`src/rtl/vpe_pkg.sv`:
```
`timescale 1ns/1ps
package vpe_pkg;
  localparam int PKT_SAMPLES = 4;
  localparam int IDX_W       = 3;
  localparam int CTRL_W      = 2;
  localparam int ADDR_W      = 3;

  typedef enum logic [1:0] {TX_IDLE, TX_LOAD, TX_SEND} tx_state_e;

  typedef struct packed {
    logic             txHdrCap;
    logic             txSmpWe;
    logic [IDX_W-1:0] txWrIdx;
    logic [IDX_W-1:0] txRdSel;   // 0 selects header, k selects sample k-1
    logic             rxHdrWe;
    logic             rxSmpWe;
    logic [IDX_W-1:0] rxWrIdx;
    logic [IDX_W-1:0] playSel;
  } vpe_strobe_t;
endpackage

```
`src/rtl/vpe_datapath.sv`:
```
`timescale 1ns/1ps
module vpe_datapath
  import vpe_pkg::*;
(
  input  logic              clk,
  input  logic              rstN,
  input  vpe_strobe_t       st,
  input  logic [CTRL_W-1:0] cfgCtrl,
  input  logic [ADDR_W-1:0] cfgDest,
  input  logic [ADDR_W-1:0] cfgStation,
  input  logic [7:0]        srcData,
  input  logic [7:0]        rxData,
  output logic [7:0]        txData,
  output logic [7:0]        playData,
  output logic [ADDR_W-1:0] rxDestField,
  output logic [ADDR_W-1:0] rxSrcField
);
  logic [7:0] txHdr;
  logic [7:0] txSmp [PKT_SAMPLES];
  logic [2*ADDR_W-1:0] rxRoute;
  logic [7:0] rxSmp [PKT_SAMPLES];

  always_ff @(posedge clk) begin
    if (!rstN) begin
      txHdr   <= '0;
      rxRoute <= '0;
    end else begin
      if (st.txHdrCap) txHdr <= {cfgCtrl, cfgDest, cfgStation};
      if (st.rxHdrWe)  rxRoute <= rxData[2*ADDR_W-1:0];
    end
  end

  for (genvar g = 0; g < PKT_SAMPLES; g++) begin : g_slot
    always_ff @(posedge clk) begin
      if (!rstN) begin
        txSmp[g] <= '0;
        rxSmp[g] <= '0;
      end else begin
        if (st.txSmpWe && st.txWrIdx == IDX_W'(g)) txSmp[g] <= srcData;
        if (st.rxSmpWe && st.rxWrIdx == IDX_W'(g)) rxSmp[g] <= rxData;
      end
    end
  end

  always_comb begin
    txData = txHdr;
    for (int k = 0; k < PKT_SAMPLES; k++)
      if (st.txRdSel == IDX_W'(k + 1)) txData = txSmp[k];
  end

  always_comb begin
    playData = rxSmp[0];
    for (int k = 1; k < PKT_SAMPLES; k++)
      if (st.playSel == IDX_W'(k)) playData = rxSmp[k];
  end

  assign rxDestField = rxRoute[2*ADDR_W-1:ADDR_W];
  assign rxSrcField  = rxRoute[ADDR_W-1:0];
endmodule

```
`src/rtl/vpe_ctrl.sv`:
```
`timescale 1ns/1ps
module vpe_ctrl
  import vpe_pkg::*;
#(
  parameter int GAP_LIMIT = 16,
  parameter int LEVEL_W   = 8
) (
  input  logic               clk,
  input  logic               rstN,
  input  logic [LEVEL_W-1:0] srcLevel,
  input  logic               srcValid,
  input  logic               txReady,
  input  logic               txCollide,
  input  logic               rxValid,
  input  logic               playReady,
  input  logic [ADDR_W-1:0]  rxDestField,
  input  logic [ADDR_W-1:0]  rxSrcField,
  input  logic [ADDR_W-1:0]  cfgStation,
  output logic               srcReady,
  output logic               txValid,
  output logic               rxReady,
  output logic               playValid,
  output vpe_strobe_t        st
);
  localparam int GAP_W = $clog2(GAP_LIMIT + 1);

  tx_state_e        txState, txStateNxt;
  logic [IDX_W-1:0] txIdx, txIdxNxt;
  logic [IDX_W-1:0] rxIdx, rxIdxNxt;
  logic [GAP_W-1:0] gapCnt, gapCntNxt;
  logic             fwdOn, fwdOnNxt;
  logic [IDX_W-1:0] playIdx, playIdxNxt;
  logic             rxTake, frameOk;

  // transmit sequencing
  always_comb begin
    txStateNxt  = txState;
    txIdxNxt    = txIdx;
    srcReady    = 1'b0;
    txValid     = 1'b0;
    st.txHdrCap = 1'b0;
    st.txSmpWe  = 1'b0;
    st.txWrIdx  = txIdx;
    st.txRdSel  = txIdx;
    unique case (txState)
      TX_IDLE: begin
        if (srcLevel >= LEVEL_W'(PKT_SAMPLES)) begin
          st.txHdrCap = 1'b1;
          txStateNxt  = TX_LOAD;
          txIdxNxt    = '0;
        end
      end
      TX_LOAD: begin
        srcReady   = 1'b1;
        st.txSmpWe = srcValid;
        if (srcValid) begin
          if (txIdx == IDX_W'(PKT_SAMPLES - 1)) begin
            txStateNxt = TX_SEND;
            txIdxNxt   = '0;
          end else begin
            txIdxNxt = txIdx + 1'b1;
          end
        end
      end
      TX_SEND: begin
        txValid = 1'b1;
        if (txCollide) begin
          txIdxNxt = '0;
        end else if (txReady) begin
          if (txIdx == IDX_W'(PKT_SAMPLES)) begin
            txStateNxt = TX_IDLE;
            txIdxNxt   = '0;
          end else begin
            txIdxNxt = txIdx + 1'b1;
          end
        end
      end
      default: begin
        txStateNxt = TX_IDLE;
        txIdxNxt   = '0;
      end
    endcase
  end

  // receive collection, filtering and forwarding
  assign rxReady   = !fwdOn;
  assign playValid = fwdOn;
  assign rxTake    = rxValid && !fwdOn;
  assign frameOk   = (rxDestField == cfgStation) && (rxSrcField != cfgStation);

  always_comb begin
    rxIdxNxt   = rxIdx;
    gapCntNxt  = gapCnt;
    fwdOnNxt   = fwdOn;
    playIdxNxt = playIdx;
    st.rxHdrWe = 1'b0;
    st.rxSmpWe = 1'b0;
    st.rxWrIdx = rxIdx - 1'b1;
    st.playSel = playIdx;
    if (fwdOn) begin
      if (playReady) begin
        if (playIdx == IDX_W'(PKT_SAMPLES - 1)) begin
          fwdOnNxt   = 1'b0;
          playIdxNxt = '0;
        end else begin
          playIdxNxt = playIdx + 1'b1;
        end
      end
    end else if (rxTake) begin
      gapCntNxt = '0;
      if (rxIdx == '0) begin
        st.rxHdrWe = 1'b1;
        rxIdxNxt   = IDX_W'(1);
      end else begin
        st.rxSmpWe = 1'b1;
        if (rxIdx == IDX_W'(PKT_SAMPLES)) begin
          rxIdxNxt = '0;
          fwdOnNxt = frameOk;
        end else begin
          rxIdxNxt = rxIdx + 1'b1;
        end
      end
    end else if (rxIdx != '0) begin
      if (gapCnt == GAP_W'(GAP_LIMIT - 1)) begin
        rxIdxNxt  = '0;
        gapCntNxt = '0;
      end else begin
        gapCntNxt = gapCnt + 1'b1;
      end
    end
  end

  always_ff @(posedge clk) begin
    if (!rstN) begin
      txState <= TX_IDLE;
      txIdx   <= '0;
      rxIdx   <= '0;
      gapCnt  <= '0;
      fwdOn   <= 1'b0;
      playIdx <= '0;
    end else begin
      txState <= txStateNxt;
      txIdx   <= txIdxNxt;
      rxIdx   <= rxIdxNxt;
      gapCnt  <= gapCntNxt;
      fwdOn   <= fwdOnNxt;
      playIdx <= playIdxNxt;
    end
  end
endmodule

```
`src/rtl/voice_pkt_engine.sv`:
```
`timescale 1ns/1ps
module voice_pkt_engine
  import vpe_pkg::*;
#(
  parameter int GAP_LIMIT = 16,
  parameter int LEVEL_W   = 8
) (
  input  logic               clk,
  input  logic               rstN,
  input  logic [1:0]         cfgCtrl,
  input  logic [2:0]         cfgDest,
  input  logic [2:0]         cfgStation,
  input  logic [LEVEL_W-1:0] srcLevel,
  input  logic               srcValid,
  input  logic [7:0]         srcData,
  output logic               srcReady,
  output logic               txValid,
  output logic [7:0]         txData,
  input  logic               txReady,
  input  logic               txCollide,
  input  logic               rxValid,
  input  logic [7:0]         rxData,
  output logic               rxReady,
  output logic               playValid,
  output logic [7:0]         playData,
  input  logic               playReady
);
  vpe_strobe_t       st;
  logic [ADDR_W-1:0] rxDestField;
  logic [ADDR_W-1:0] rxSrcField;

  vpe_ctrl #(.GAP_LIMIT(GAP_LIMIT), .LEVEL_W(LEVEL_W)) u_ctrl (
    .clk(clk), .rstN(rstN), .srcLevel(srcLevel), .srcValid(srcValid),
    .txReady(txReady), .txCollide(txCollide), .rxValid(rxValid),
    .playReady(playReady), .rxDestField(rxDestField), .rxSrcField(rxSrcField),
    .cfgStation(cfgStation), .srcReady(srcReady), .txValid(txValid),
    .rxReady(rxReady), .playValid(playValid), .st(st)
  );

  vpe_datapath u_dp (
    .clk(clk), .rstN(rstN), .st(st), .cfgCtrl(cfgCtrl), .cfgDest(cfgDest),
    .cfgStation(cfgStation), .srcData(srcData), .rxData(rxData),
    .txData(txData), .playData(playData), .rxDestField(rxDestField),
    .rxSrcField(rxSrcField)
  );
endmodule

```
`config.mk`:
```
export PLATFORM = sky130hd
export DESIGN_NAME = voice_pkt_engine
export DESIGN_NICKNAME = d
export VERILOG_FILES = /design/src/rtl/vpe_pkg.sv /design/src/rtl/vpe_datapath.sv /design/src/rtl/vpe_ctrl.sv /design/src/rtl/voice_pkt_engine.sv
export SDC_FILE = /design/constraint.sdc
export NUM_CORES = 1
export LEC_CHECK = 0
export BUFFER_PORTS_ARGS = -buffer_cell sky130_fd_sc_hd__buf_2
export CAP_MARGIN = 0
export CORE_MARGIN = 4
export CORE_UTILIZATION = 30
export CTS_CLUSTER_SIZE = 25
export DETAILED_ROUTE_END_ITERATION = 16
export GPL_TIMING_DRIVEN = 0
export PLACE_DENSITY = 0.48
export REMOVE_ABC_BUFFERS = 1
export SETUP_SLACK_MARGIN = 0.02
export SYNTH_ARGS = -nofsm -noshare
export SYNTH_HDL_FRONTEND = slang
export SYNTH_SLANG_ARGS = --single-unit
```
`constraint.sdc`:
```
create_clock -name clk -period 5.2 [get_ports clk]
set_input_delay 1.04 -clock clk [delete_from_list [all_inputs] [get_ports clk]]
set_output_delay 1.04 -clock clk [all_outputs]
set_load 0.02 [all_outputs]
```
==> impl.org <==
** Run status
- Status :: finished clean

** Finish
- In the final layout, the multi-input gates occupy 2040 um2.
- Sequential cell area in the final layout :: 2540 um2
- # diodes :: 0
- Nets@finish :: 547
- Compared with the post-synthesis result, the final layout area differs by 16.4%.
- # fillers :: 1,564
- Share of final-layout standard cells stronger than drive strength 1 :: 16.8%

** Worst setup path
- Worst setup path class :: flop to output pin
- Following the worst setup path forward leads to its endpoint at txData[0].
- Setup slack on the worst reg-to-reg path comes out at 2.87 ns.
- Source of the critical timing path :: u_ctrl.txIdx[1]$_SDFFE_PN0P_
- The worst setup path is captured at an output pin.
- R2R cell count :: 5
- Data on the critical path arrives at its endpoint at 2.82 ns.
- Number of cells on the critical path :: 7
- R2r startpoint :: u_ctrl.txIdx[1]$_SDFFE_PN0P_
- Endpoint of the most critical register-to-register path :: u_dp.txSmp[3][5]$_SDFFCE_PN0P_
- The slowest stage of the critical path is the nor2b_1 cell.
- Along the worst path, the maximum fanout reaches 8.
- In this design, the stage delay of the slowest critical-path cell is 0.89 ns.
- STA classifies the critical path startpoint as a flop.
- Crit path buf inv count :: 2
- Cells along the critical path :: inv_1 > ha_1 > nor2b_1 > mux2i_1 > a211o_1 > a31oi_1 > buf_2
- Dominant delay contributor by cell family on the critical path :: simple AND/OR/NAND/NOR gates
- Critical Path RT :: 4.16 ns

** Yosys
- Dominant cell by count in the synthesized netlist :: and2_1
- In the synthesized netlist the async set-or-reset flop fraction comes to 0%.
- The synthesized netlist devotes 21.2% of its cell area to simple gates.
- In this run the mean area of a mapped cell was 10.7 um2.
- Sequential-to-total area share from yosys stat :: 53.9%
- After technology mapping, the gate count stands at 440.
- After Yosys synthesis, full adders, half adders and majority gates account for 5.04% of the synthesized area.
- Area share of the leading cell type in the synthesized netlist :: 40.8%
- Synthesis Warnings :: 0
- Cell taking the most area after synthesis :: edfxtp_1
- Counting distinct cell types in the post-synthesis netlist gives 50.
- Compound-gate portion of the synthesized area :: 10.6%
- Multiplexer fraction of the synthesized cell area :: 5.10%
- By area the synthesized netlist is led by edfxtp_1 (41%), dfxtp_1 (13%), and2_1 (8.6%), mux2i_1 (5.1%), ha_1 (5.0%).
- Xor and xnor area share after synthesis :: 1.30%
- The cell area that synthesis handed to floorplanning was 4710 um2.
- Most numerous cell types in the synthesized netlist :: and2_1 (65), edfxtp_1 (64), nand2_1 (48), nor2_1 (38), dfxtp_1 (31)
- In this run, synthesis inferred 64 flip-flops with an integrated enable.
- After synthesis the netlist holds a flip-flop and latch count of 95.
- Most instantiated flip-flop cell in the synthesis netlist :: edfxtp_1
- Main combinational cell family by area after synthesis :: simple AND/OR/NAND/NOR gates

** Timing
- Final setup skew :: 0.00656 ns
- Timing would allow up to 0.259 GHz.
- Final period demand of the worst path :: 3.86 ns
- Endpoints failing setup :: 0
- In this run the tightest slew margin relative to its limit is 24.6%.
- Setup repair after global routing left no endpoint under its margin.
- Of the available clock period, the critical path in the final layout requires 74.3%.
- Final sum of negative setup slack :: 0 ns
- Minimum hold slack :: 0.457 ns
- Final-report max-slew violation count :: 0
- The hold violation count in the final report is 0.
- For the pin with the worst max-slew slack, the measured transition is 1.13 ns.

** Floorplan
- Placeable core region :: 15,300 um2
- Boundary Pins :: 59
- The initialized floorplan defines 45 standard-cell rows.
- Measured along the y axis, the die boundary spans 133 um.
- Starting Density :: 30.8%
- Chip width :: 133 um
- The die covers 17,800 um2.

** Pwr
- In this run the static leakage power is 2.18 nW.
- PD cells :: 351 nW/um2
- IR analysis of the VDD net gives a maximum drop of 0.174 mV.

** Run
- Max-capacitance violation count :: 0

** Route
- Length of the first detailed-routing pass in iterations :: 4
- For this run, design rule violations remaining after detail routing come to 0.
- Violation count after the first detailed-routing iteration :: 148
- Average detailed-routed wire length per instance :: 15.3 um
- Post-DR vias/cell :: 4.64
- Once detail routing completed, the nets flagged for antenna violations numbered 0.
- DR vias :: 3,270
- For this block, the routed nets add up to 10,800 um of wire.

** Placed design
- Routability-driven placement finished with a final weighted congestion of 0.751.
- During placement, the flow inserted port buffers numbering 56.
- Detailed placement ended at an HPWL of 7600 um.

** CTS
- After clock tree synthesis, the flow added hold-fix buffers numbering 0.
- The H-tree generated during clock tree synthesis spans 3 levels.
- The longest clock path from root to sink contains 2 buffers.
- Clock tree synthesis selected as its root buffer the cell clkbuf_16.
- Post-CTS repair changed the size of 0 cells.
- TritonCTS built the clock tree.
- After clock tree synthesis, the clock-pin slew on the worst setup and hold paths is 0.07 ns.
- Number of setup buffers added after CTS :: 0
- The clock reaches the later pin of the worst-skew pair after 0.35 ns.
- # clock sinks :: 95
- Number of buffers added by the clock tree synthesis step :: 9

** GRT
- The first global-routing pass estimated 17,300 um of wire.
- Across every metal layer, demand over resource in global routing totals 12.6%.
- The number of global-route vias before repair was 3,282.
- Global routing finished with a remaining overflow of 0.
- Initial antenna violation count :: 1
- Entering global routing, the biggest net connects 28 pins.

** Worst hold path
- Hold Path Cell Cnt :: 2
- In this run the worst hold path is classified as flop to flop.
==> through the flow <==
step / power [W] / worst slack (ns) / util [%] / std cells / instance area [um2]
5_1_grt: 0.00202 / 1.11 / 35.8 / 705 / 5480
6_report: 0.00192 / 1.34 / 35.8 / 705 / 5480
3_5_place_dp: 0.00126 / 1.68 / 33.8 / 689 / 5180
3_3_place_gp: 0.00126 / 1.72 / 33.8 / 689 / 5180
2_1_floorplan: 0.00115 / 2.17 / - / 422 / 4630
4_1_cts: 0.00196 / 1.30 / 35.8 / 705 / 5480
==> cell families after synthesis <==
kind of cell,Yosys count
flip-flops,95
buffers and inverters,32
AND/OR/NAND/NOR,192
XOR/XNOR,7
adder cells (fa/ha/maj),19
AO/OA/AOI/OAI,71
multiplexers,24
==> layer usage <==
layer	global-route usage (%)	wire, um
met5	0	8
met4	3.94	163
met3	3.70	427
met2	20.8	5190
met1	15.9	4980
==> how the worst min path moves through the flow <==
stage / to / slack (ns) / start
6_report: u_ctrl.gapCnt[4]$_SDFFE_PN0P_ / 0.46 / u_ctrl.gapCnt[4]$_SDFFE_PN0P_
5_1_grt: u_ctrl.gapCnt[4]$_SDFFE_PN0P_ / 0.49 / u_ctrl.gapCnt[4]$_SDFFE_PN0P_
4_1_cts: u_ctrl.gapCnt[4]$_SDFFE_PN0P_ / 0.46 / u_ctrl.gapCnt[4]$_SDFFE_PN0P_
3_5_place_dp: u_ctrl.gapCnt[4]$_SDFFE_PN0P_ / 0.44 / u_ctrl.gapCnt[4]$_SDFFE_PN0P_
3_3_place_gp: u_ctrl.gapCnt[4]$_SDFFE_PN0P_ / 0.44 / u_ctrl.gapCnt[4]$_SDFFE_PN0P_
2_1_floorplan: u_ctrl.gapCnt[4]$_SDFFE_PN0P_ / 0.43 / u_ctrl.gapCnt[4]$_SDFFE_PN0P_
==> state kept, by name (all words and copies together) (netlist names) <==
name and count:
u_dp.txHdr 8, u_dp.rxRoute 6, u_ctrl.rxIdx 3, u_dp.rxSmp 32
u_ctrl.gapCnt 5, u_ctrl.txState 2, u_dp.txSmp 32, u_ctrl.playValid 1
u_ctrl.playIdx 3, u_ctrl.txIdx 3
==> worst register-to-register path: stages, from the launching register on <==
cell	delay, ns
dfxtp_1	0.38
ha_1	0.20
ha_1	0.66
nand3_1	0.21
nor2_1	0.52
and2_1	0.23
==> area by class of cell <==
cell class	instances	area share [%]
repair buffers	56	5.11
inverters	14	0.958
clock buffers	9	4.11
multi-input cells	313	37.2
clock inverters	7	1.48
well taps	211	4.81
flip-flops and latches	95	46.4
==> power breakdown <==
group | total [W] | switching [W] | leakage [nW] | internal [W]
logic | 0.000355 | 0.000208 | 1.11 | 0.000147
registers | 0.000885 | 0.0000244 | 0.916 | 0.000860
clock network | 0.000684 | 0.000305 | 0.152 | 0.000380
==> placed cells by master (no fill, tap or decap), types with 3 or more instances in the layout <==
master	count
o21ai_1	4
and3_2	3
nor2b_1	3
buf_2	56
a21oi_1	11
dfxtp_1	31
xnor2_1	4
nand3_1	7
mux2i_1	24
nand2_1	48
a2bb2oi_1	8
and3_1	7
and2_1	65
a22oi_1	8
a211o_1	8
xor2_1	3
nor3_1	6
inv_1	13
a31oi_1	10
clkbuf_16	9
ha_1	19
o21ai_0	9
edfxtp_1	64
nand2b_1	3
clkinv_4	3
nor2_1	38
(Power assumes the default switching activity.)
